`src/rtl/pwm_cmp_pkg.sv`:
```
package pwm_cmp_pkg;

    // Action requested of the output flag for the next cycle.
    typedef enum logic [1:0] {
        FLAG_HOLD  = 2'd0,
        FLAG_SET   = 2'd1,
        FLAG_CLEAR = 2'd2
    } flag_act_e;

    // Encode separate set/clear requests; set has priority.
    function automatic flag_act_e encode_act(input logic set_req, input logic clr_req);
        if (set_req)      return FLAG_SET;
        else if (clr_req) return FLAG_CLEAR;
        else              return FLAG_HOLD;
    endfunction

endpackage

```
`src/rtl/pwm_counter.sv`:
```
module pwm_counter #(
    parameter int WIDTH = 8
) (
    input  logic             clk,
    input  logic             rst,
    output logic [WIDTH-1:0] count,
    output logic             at_top
);
    localparam logic [WIDTH-1:0] TOP = '1;

    typedef struct packed {
        logic [WIDTH-1:0] cnt;
    } cnt_state_t;

    cnt_state_t st_d, st_q;

    always_comb begin
        st_d = st_q;
        if (st_q.cnt == TOP) st_d.cnt = '0;
        else                 st_d.cnt = st_q.cnt + 1'b1;
    end

    always_ff @(posedge clk) begin
        if (rst) st_q <= '0;
        else     st_q <= st_d;
    end

    assign count  = st_q.cnt;
    assign at_top = (st_q.cnt == TOP);

    // wrap at the top, increment otherwise
    assert_cnt_wrap_R1: assert property (@(posedge clk) disable iff (rst)
        (count == TOP) |=> (count == '0));
    assert_cnt_step_R1: assert property (@(posedge clk) disable iff (rst)
        (count != TOP) |=> (count == $past(count) + 1'b1));
    // strobe lasts one cycle
    assert_tick_single_R2: assert property (@(posedge clk) disable iff (rst)
        at_top |=> !at_top);

endmodule

```
`src/rtl/pwm_match_gate.sv`:
```
module pwm_match_gate #(
    parameter int WIDTH = 8
) (
    input  logic             clk,
    input  logic             rst,
    input  logic [WIDTH-1:0] count,
    input  logic             at_top,
    input  logic [WIDTH-1:0] duty_in,
    output logic             set_req,
    output logic             clr_req
);
    typedef struct packed {
        logic [WIDTH-1:0] duty;
    } gate_state_t;

    gate_state_t st_d, st_q;
    logic        match;

    always_comb begin
        st_d = st_q;
        if (at_top) st_d.duty = duty_in;
    end

    always_ff @(posedge clk) begin
        if (rst) st_q <= '0;
        else     st_q <= st_d;
    end

    assign match   = (count == st_q.duty);
    assign set_req = at_top;
    assign clr_req = match & ~at_top;

    // captured duty only changes at the period boundary
    assert_duty_hold_R7: assert property (@(posedge clk) disable iff (rst)
        !at_top |=> $stable(st_q.duty));
    assert_duty_load_R7: assert property (@(posedge clk) disable iff (rst)
        at_top |=> (st_q.duty == $past(duty_in)));

endmodule

```
`src/rtl/pwm_out_flag.sv`:
```
module pwm_out_flag
    import pwm_cmp_pkg::*;
(
    input  logic clk,
    input  logic rst,
    input  logic set_req,
    input  logic clr_req,
    output logic level
);
    typedef struct packed {
        logic lvl;
    } flag_state_t;

    flag_state_t st_d, st_q;
    flag_act_e   act;

    always_comb begin
        act  = encode_act(set_req, clr_req);
        st_d = st_q;
        case (act)
            FLAG_SET:   st_d.lvl = 1'b1;
            FLAG_CLEAR: st_d.lvl = 1'b0;
            default:    st_d.lvl = st_q.lvl;
        endcase
    end

    always_ff @(posedge clk) begin
        if (rst) st_q <= '0;
        else     st_q <= st_d;
    end

    assign level = st_q.lvl;

    // arbitration upstream never lets both requests through
    assert_no_set_clear_overlap_R10: assert property (@(posedge clk) disable iff (rst)
        !(set_req && clr_req));
    // set drives the output high next cycle
    assert_set_high_R3: assert property (@(posedge clk) disable iff (rst)
        set_req |=> level);
    // clear drives the output low next cycle
    assert_clear_low_R4: assert property (@(posedge clk) disable iff (rst)
        clr_req |=> !level);
    assert_hold_R4: assert property (@(posedge clk) disable iff (rst)
        (!set_req && !clr_req) |=> $stable(level));

endmodule

```
`src/rtl/pwm_cmp_gen.sv`:
```
module pwm_cmp_gen #(
    parameter int WIDTH = 8
) (
    input  logic             clk,
    input  logic             rst,
    input  logic [WIDTH-1:0] duty_in,
    output logic             pwm_out,
    output logic             pwm_out_n,
    output logic             period_tick
);
    logic [WIDTH-1:0] count;
    logic             at_top;
    logic             set_req;
    logic             clr_req;
    logic             level;

    pwm_counter #(.WIDTH(WIDTH)) u_cnt (
        .clk    (clk),
        .rst    (rst),
        .count  (count),
        .at_top (at_top)
    );

    pwm_match_gate #(.WIDTH(WIDTH)) u_gate (
        .clk     (clk),
        .rst     (rst),
        .count   (count),
        .at_top  (at_top),
        .duty_in (duty_in),
        .set_req (set_req),
        .clr_req (clr_req)
    );

    pwm_out_flag u_flag (
        .clk     (clk),
        .rst     (rst),
        .set_req (set_req),
        .clr_req (clr_req),
        .level   (level)
    );

    assign pwm_out     = level;
    assign pwm_out_n   = ~level;
    assign period_tick = at_top;

    // complement output
    assert_complement_R8: assert property (@(posedge clk) disable iff (rst)
        pwm_out_n == !pwm_out);
    // with an all-ones duty captured, the output stays high across the wrap
    assert_full_duty_R5: assert property (@(posedge clk) disable iff (rst)
        (period_tick && duty_in == '1 && pwm_out) |=> pwm_out);

endmodule

```
`config.mk`:
```
export PLATFORM = sky130hd
export DESIGN_NAME = pwm_cmp_gen
export DESIGN_NICKNAME = d
export VERILOG_FILES = /design/src/rtl/pwm_cmp_pkg.sv /design/src/rtl/pwm_counter.sv /design/src/rtl/pwm_match_gate.sv /design/src/rtl/pwm_out_flag.sv /design/src/rtl/pwm_cmp_gen.sv
export SDC_FILE = /design/constraint.sdc
export NUM_CORES = 1
export LEC_CHECK = 0
export ABC_AREA = 0
export BUFFER_PORTS_ARGS = -buffer_cell sky130_fd_sc_hd__buf_2
export CORE_MARGIN = 2
export CORE_UTILIZATION = 40
export CTS_CLUSTER_DIAMETER = 120
export DETAILED_ROUTE_END_ITERATION = 8
export GPL_ROUTABILITY_DRIVEN = 1
export PLACE_DENSITY = 0.73
export SYNTH_ARGS = -nofsm -noshare
export SYNTH_HDL_FRONTEND = slang
export SYNTH_HIERARCHICAL = 1
export SYNTH_SLANG_ARGS = --single-unit
export TNS_END_PERCENT = 50
```
`constraint.sdc`:
```
create_clock -name clk -period 1.6 [get_ports clk]
set_clock_uncertainty 0.2 [all_clocks]
set_input_delay 0.4 -clock clk [delete_from_list [all_inputs] [get_ports clk]]
set_output_delay 0.4 -clock clk [all_outputs]
set_load 0.01 [all_outputs]
```
Yosys cells after proc, flatten, opt, wreduce, memory -nomap -nowiden. Index checks and enable logic that the tools add are counted.

Flip-flop bits (word level): 17. Input bits: 10. Output and inout bits: 3. Word-level logic and storage cells: 16.

Bitwise logic cells: 3. Reductions and logical operators: 2. Muxes and demuxes: 3. Add/sub/neg operators: 1. Equality and inequality tests: 4.

Operators with widths (count): 8-bit by 1-bit adder with 8-bit output (second input constant) (1); 8-bit equality test (1); 8-bit equality test (second input constant) (1); 2-bit 2-to-1 mux (2); 2-bit by 1-bit equality test with 1-bit output (second input constant) (1); 2-bit equality test (second input constant) (1); 1-bit NOT (2); 1-bit one-hot mux with 2 select lines (1); 2-bit nonzero test (1); 2-bit OR reduction (1); 1-bit bitwise AND (1).

Logic depth before layout (Yosys ltp).
Word-level depth: 7. Gate-level depth with buffers: 7. Depth with buffers taken out: 6.

By module. Netlist, hierarchy kept.

Modules (own cells, without submodules): pwm_match_gate (area an instance 382.9 um^2, instances 1, cells each 38, seq. area each 160.2 um^2); pwm_counter (area an instance 335.3 um^2, instances 1, cells each 38, seq. area each 160.2 um^2); pwm_out_flag (area an instance 38.8 um^2, instances 1, cells each 4, seq. area each 20.0 um^2); pwm_cmp_gen (area an instance 3.8 um^2, instances 1, cells each 1, seq. area each 0.0 um^2).

Worst setup path after synthesis. Ideal clock, no wire load.

Path type: register to register. Start point: reg u_cnt.st_q (netlist bit u_cnt/count[0]). End point: reg u_flag.st_q (netlist: u_flag/level). Setup time: 0.066 ns. Period minus slack after synthesis: 1.836 ns. Arrival: 1.570 ns. Required time: 1.334 ns. Path buffers: 1. Setup slack: -0.236 ns. Stages on the path, launching flop included: 8. Cell sequence: dfxtp_1 ha_1 nand3_2 nor2_1 buf_4 nor4_2 nand2b_1 a21oi_2.

Longest elaborated chain between the ends: 7. Elaborated cells between the ends (all ways): 10. Those cells by class: eq/ne: 4; mux: 3; bitwise: 2; reduce/logical: 1.

Ends and longest elaborated chain: start: declaration (line pwm_counter.sv:15) `cnt_state_t st_d, st_q;`; start signal: assignment (line pwm_counter.sv:25) `else st_q <= st_d;`; 8-bit equality test * (line pwm_counter.sv:29) `assign at_top = (st_q.cnt == TOP);`; net period_tick (line pwm_cmp_gen.sv:9) `output logic period_tick`; 1-bit NOT * (line pwm_match_gate.sv:31) `assign clr_req = match & ~at_top;`; 1-bit bitwise AND * (line pwm_match_gate.sv:31); net clr_req (line pwm_cmp_gen.sv:14) `logic clr_req;`; 2-bit 2-to-1 mux * (line pwm_cmp_pkg.sv:13) `else if (clr_req) return FLAG_CLEAR;`; 2-bit 2-to-1 mux * (line pwm_cmp_pkg.sv:12) `if (set_req) return FLAG_SET;`; 2-bit equality test or 2-bit by 1-bit equality test with 1-bit output (tied branches) (line pwm_out_flag.sv:20) `case (act)`; 1-bit one-hot mux with 2 select lines or 2-bit nonzero test (tied branches); end signal: assignment (line pwm_out_flag.sv:29) `else st_q <= st_d;`; end: declaration (line pwm_out_flag.sv:14) `flag_state_t st_d, st_q;`.

Mark *: on every way through the listed nets, which the timed path passes. The rest lies on a longest branch. A chain may end at the register's enable or synchronous reset.

Worst setup path in the final report.
Start point: reg u_cnt.st_q (netlist bit u_cnt/count[0]). End point: out period_tick.

Longest elaborated chain between the ends: 1.

Ends and longest elaborated chain (line): 8-bit equality test (pwm_counter.sv:29); end: declaration (pwm_cmp_gen.sv:9).

No other way between the ends.

==> flow_summary.ini <==
[outcome]
status = finished, violations left
violations = setup timing

[synthesis]
syn-instance-count = 81
syn-cell-area_um2 = 761
synthesis.nets = 92
postSynthAreaPerCell_um2 = 9.39
synth-seq-area-share_pct = 44.7
yosys_register_bits = 17
ys_types = 21
yosys_warnings = 6

[clock_tree]
cts-buffers-inserted = 3
clock_tree.buffer_depth = 2
worst_skew_pair.late_latency_ns = 0.28
cts_tree = done
ctsHoldBuffers = 0
cts.root.buffer_cell = sky130_fd_sc_hd__clkbuf_4
cts.clk_slew.worst_paths_ns = 0.09
clock-sinks = 17
count_of_h_tree_levels_built_during_cts = 1

[global_routing]
first_global_vias = 646
grt-ovfl-total = 0
grt_pass1_wl_um = 2700
grt_antenna_before_repair = 0
grt_use_total_pct = 17.4
maximum_number_of_pins_on_one_net_before_global_route_repair = 14

[finish]
area.growth.synth_to_final_pct = 33.4
final_nets = 120
post_route_cells_drive_above_1_share_pct = 37.0
num_antenna_cells = 0
area.sequential_um2 = 345
design_area_mm2 = 0.00101
top_library_cells_by_usage_in_the_layout_fill_and_taps_aside = sky130_fd_sc_hd__nor2_1 (13), sky130_fd_sc_hd__dfxtp_1 (13), sky130_fd_sc_hd__buf_4 (12)
post-route-util_pct = 57.5
total_area_of_multi_input_combinational_cells_um2 = 422
nFillCells = 167

[sta]
fmax_mhz = 587
timing_hold_violations_final = 0
final.min_clock_period_ns = 1.70
finalMaxSlewViolations = 0
rsz0062_at_grt = yes
setup_viol = 1
timing.max_slew.rel_slack_pct = 79.2
final_min_period_over_clock_period_pct = 107
worst_pin_slew_ns = 0.311
worst_hold_slack_ns = 0.151
postLayoutSetupSlackWorst_ns = -0.104

[route]
drt_first_iter_violations = 25
routed_wl_um = 1600
via_per_inst = 5.09
detailroute.via_count = 677
drt_pre_antenna_iters = 4
drt_drc_violations_left = 0
routed_wire_length_per_instance_um = 12.1
postRouteAntennaNets = 0

[pwr]
total_leakage_power_uw = 0.000373
max-vdd-ir-drop_v = 0.000554
powerDensity_mw_per_mm2 = 736
fin_total_pwr_uw = 747

[setup_path]
timing.critical_path.arrival_ns = 1.10
path_delay_family = flip-flops
timing.critical_path.cells = ha_4, nand3_4, nor2_4, buf_6
crit_path_max_incr_delay_ns = 0.36
critical_path.max_fanout = 2
cp-end-kind = primary output
critical_path_required_ns = 1.00
critPathKind = flop to primary output
startpoint_type_of_the_worst_setup_path = flop
library_cell_contributing_the_largest_single_delay_on_the_critical_path = sky130_fd_sc_hd__dfxtp_2
path_buf_inv = 1

[floorplan]
core_footprint_mm2 = 0.00176
floorplan_die_width_um = 47.6
initial_utilization_pct = 43.1
floorplan.io_pins = 13
die-height_um = 47.6
fp.dieArea_mm2 = 0.00227
num_rows = 15

[placed_design]
dp_hpwl_um = 1170
routabilityCongestion = 0.847
placement.io_buffers = 12
placed_cell_area_um2 = 928
detailedPlace.worstSlack_ns = 0.0295

[min_path]
worstHoldPathType = input port to flop

[flow_run]
maxCapViolCount = 0
-- per-layer routing --
metal	global-route usage, %	share of wire, %
met1	21.4	43
met2	28.6	49
met3	4.53	6.4
met4	7.57	1.3
met5	0	0
-- synth_stat cells --
cell type / instances / area, um^2
sky130_fd_sc_hd__dfxtp_1: 17 / 340
sky130_fd_sc_hd__nor2_1: 14 / 52.6
sky130_fd_sc_hd__mux2i_1: 8 / 80.1
sky130_fd_sc_hd__xnor2_1: 8 / 70.1
sky130_fd_sc_hd__nand2_1: 4 / 15.0
sky130_fd_sc_hd__inv_1: 3 / 11.3
sky130_fd_sc_hd__nand3_1: 3 / 15.0
sky130_fd_sc_hd__nand4_1: 3 / 18.8
sky130_fd_sc_hd__or3_1: 3 / 18.8
sky130_fd_sc_hd__xor2_1: 3 / 26.3
sky130_fd_sc_hd__a21oi_1: 2 / 10.0
sky130_fd_sc_hd__buf_4: 2 / 15.0
sky130_fd_sc_hd__nand3_2: 2 / 20.0
sky130_fd_sc_hd__o21ai_0: 2 / 10.0
sky130_fd_sc_hd__a21oi_2: 1 / 8.76
sky130_fd_sc_hd__a31oi_1: 1 / 6.26
sky130_fd_sc_hd__buf_1: 1 / 3.75
sky130_fd_sc_hd__ha_1: 1 / 12.5
sky130_fd_sc_hd__nand2b_1: 1 / 6.26
sky130_fd_sc_hd__nor4_2: 1 / 12.5
sky130_fd_sc_hd__o21bai_1: 1 / 7.51
-- power by group --
part           switching (uW)  internal, uW
registers                9.30           433
logic                    36.5          44.0
clock network             127          96.8
total                     173           574
-- worst min-delay path, delay by kind of cell --
family / cells / cell delay, ns
buf+inv: 1 / 0.07
mux: 1 / 0.05
simple gates: 1 / 0.07
-- per-stage QoR --
step / cells / TNS [ns]
CTS: 133 / -0.128
finish: 133 / -0.104
global route: 133 / -0.175
detailed placement: 126 / 0
global placement: 126 / 0
floorplan: 81 / 0
-- sequential cells by signal, summed over array words and instances, names as in the netlist --
name,count
u_gate/st_q,8
u_flag/level,1
u_cnt/count,8
-- what timing repair did --
action	in CTS	in global routing
pin swaps	2	2
gates resized for setup	3	5
setup endpoints to repair	1	10
setup buffers	3	1
-- cells by family after synthesis --
kind of cell	share of synthesized area, %
AOI/OAI and AO/OA	5.59
xor gates and xnor gates	12.7
adders and majority gates	1.64
buffers and inverters	3.95
DFF	44.7
muxes	10.5
and+or+nand+nor	20.9
-- cell type report --
cell class,instances,area share (%)
well taps,25,3.08
multi-input cells,58,41.6
clock buffers,4,2.59
flip-flops and latches,17,34.0
repair buffers,26,17.6
inverters,3,1.11
-- worst paths after layout --
path | start | end | slack, ns | cells past startpoint
hold reg to reg | u_flag/level$_SDFFE_PP0P_ | u_flag/level$_SDFFE_PP0P_ | 0.31 | 2
setup reg to reg | u_cnt/count[1]$_SDFF_PP0_ | u_flag/level$_SDFFE_PP0P_ | 0.06 | 7
hold / removal | duty_in[7] | u_gate/st_q[7]$_SDFFE_PP0P_ | 0.15 | 3
setup / recovery | u_cnt/count[0]$_SDFF_PP0_ | period_tick | -0.10 | 4
Power figures use the tool's default switching activity.
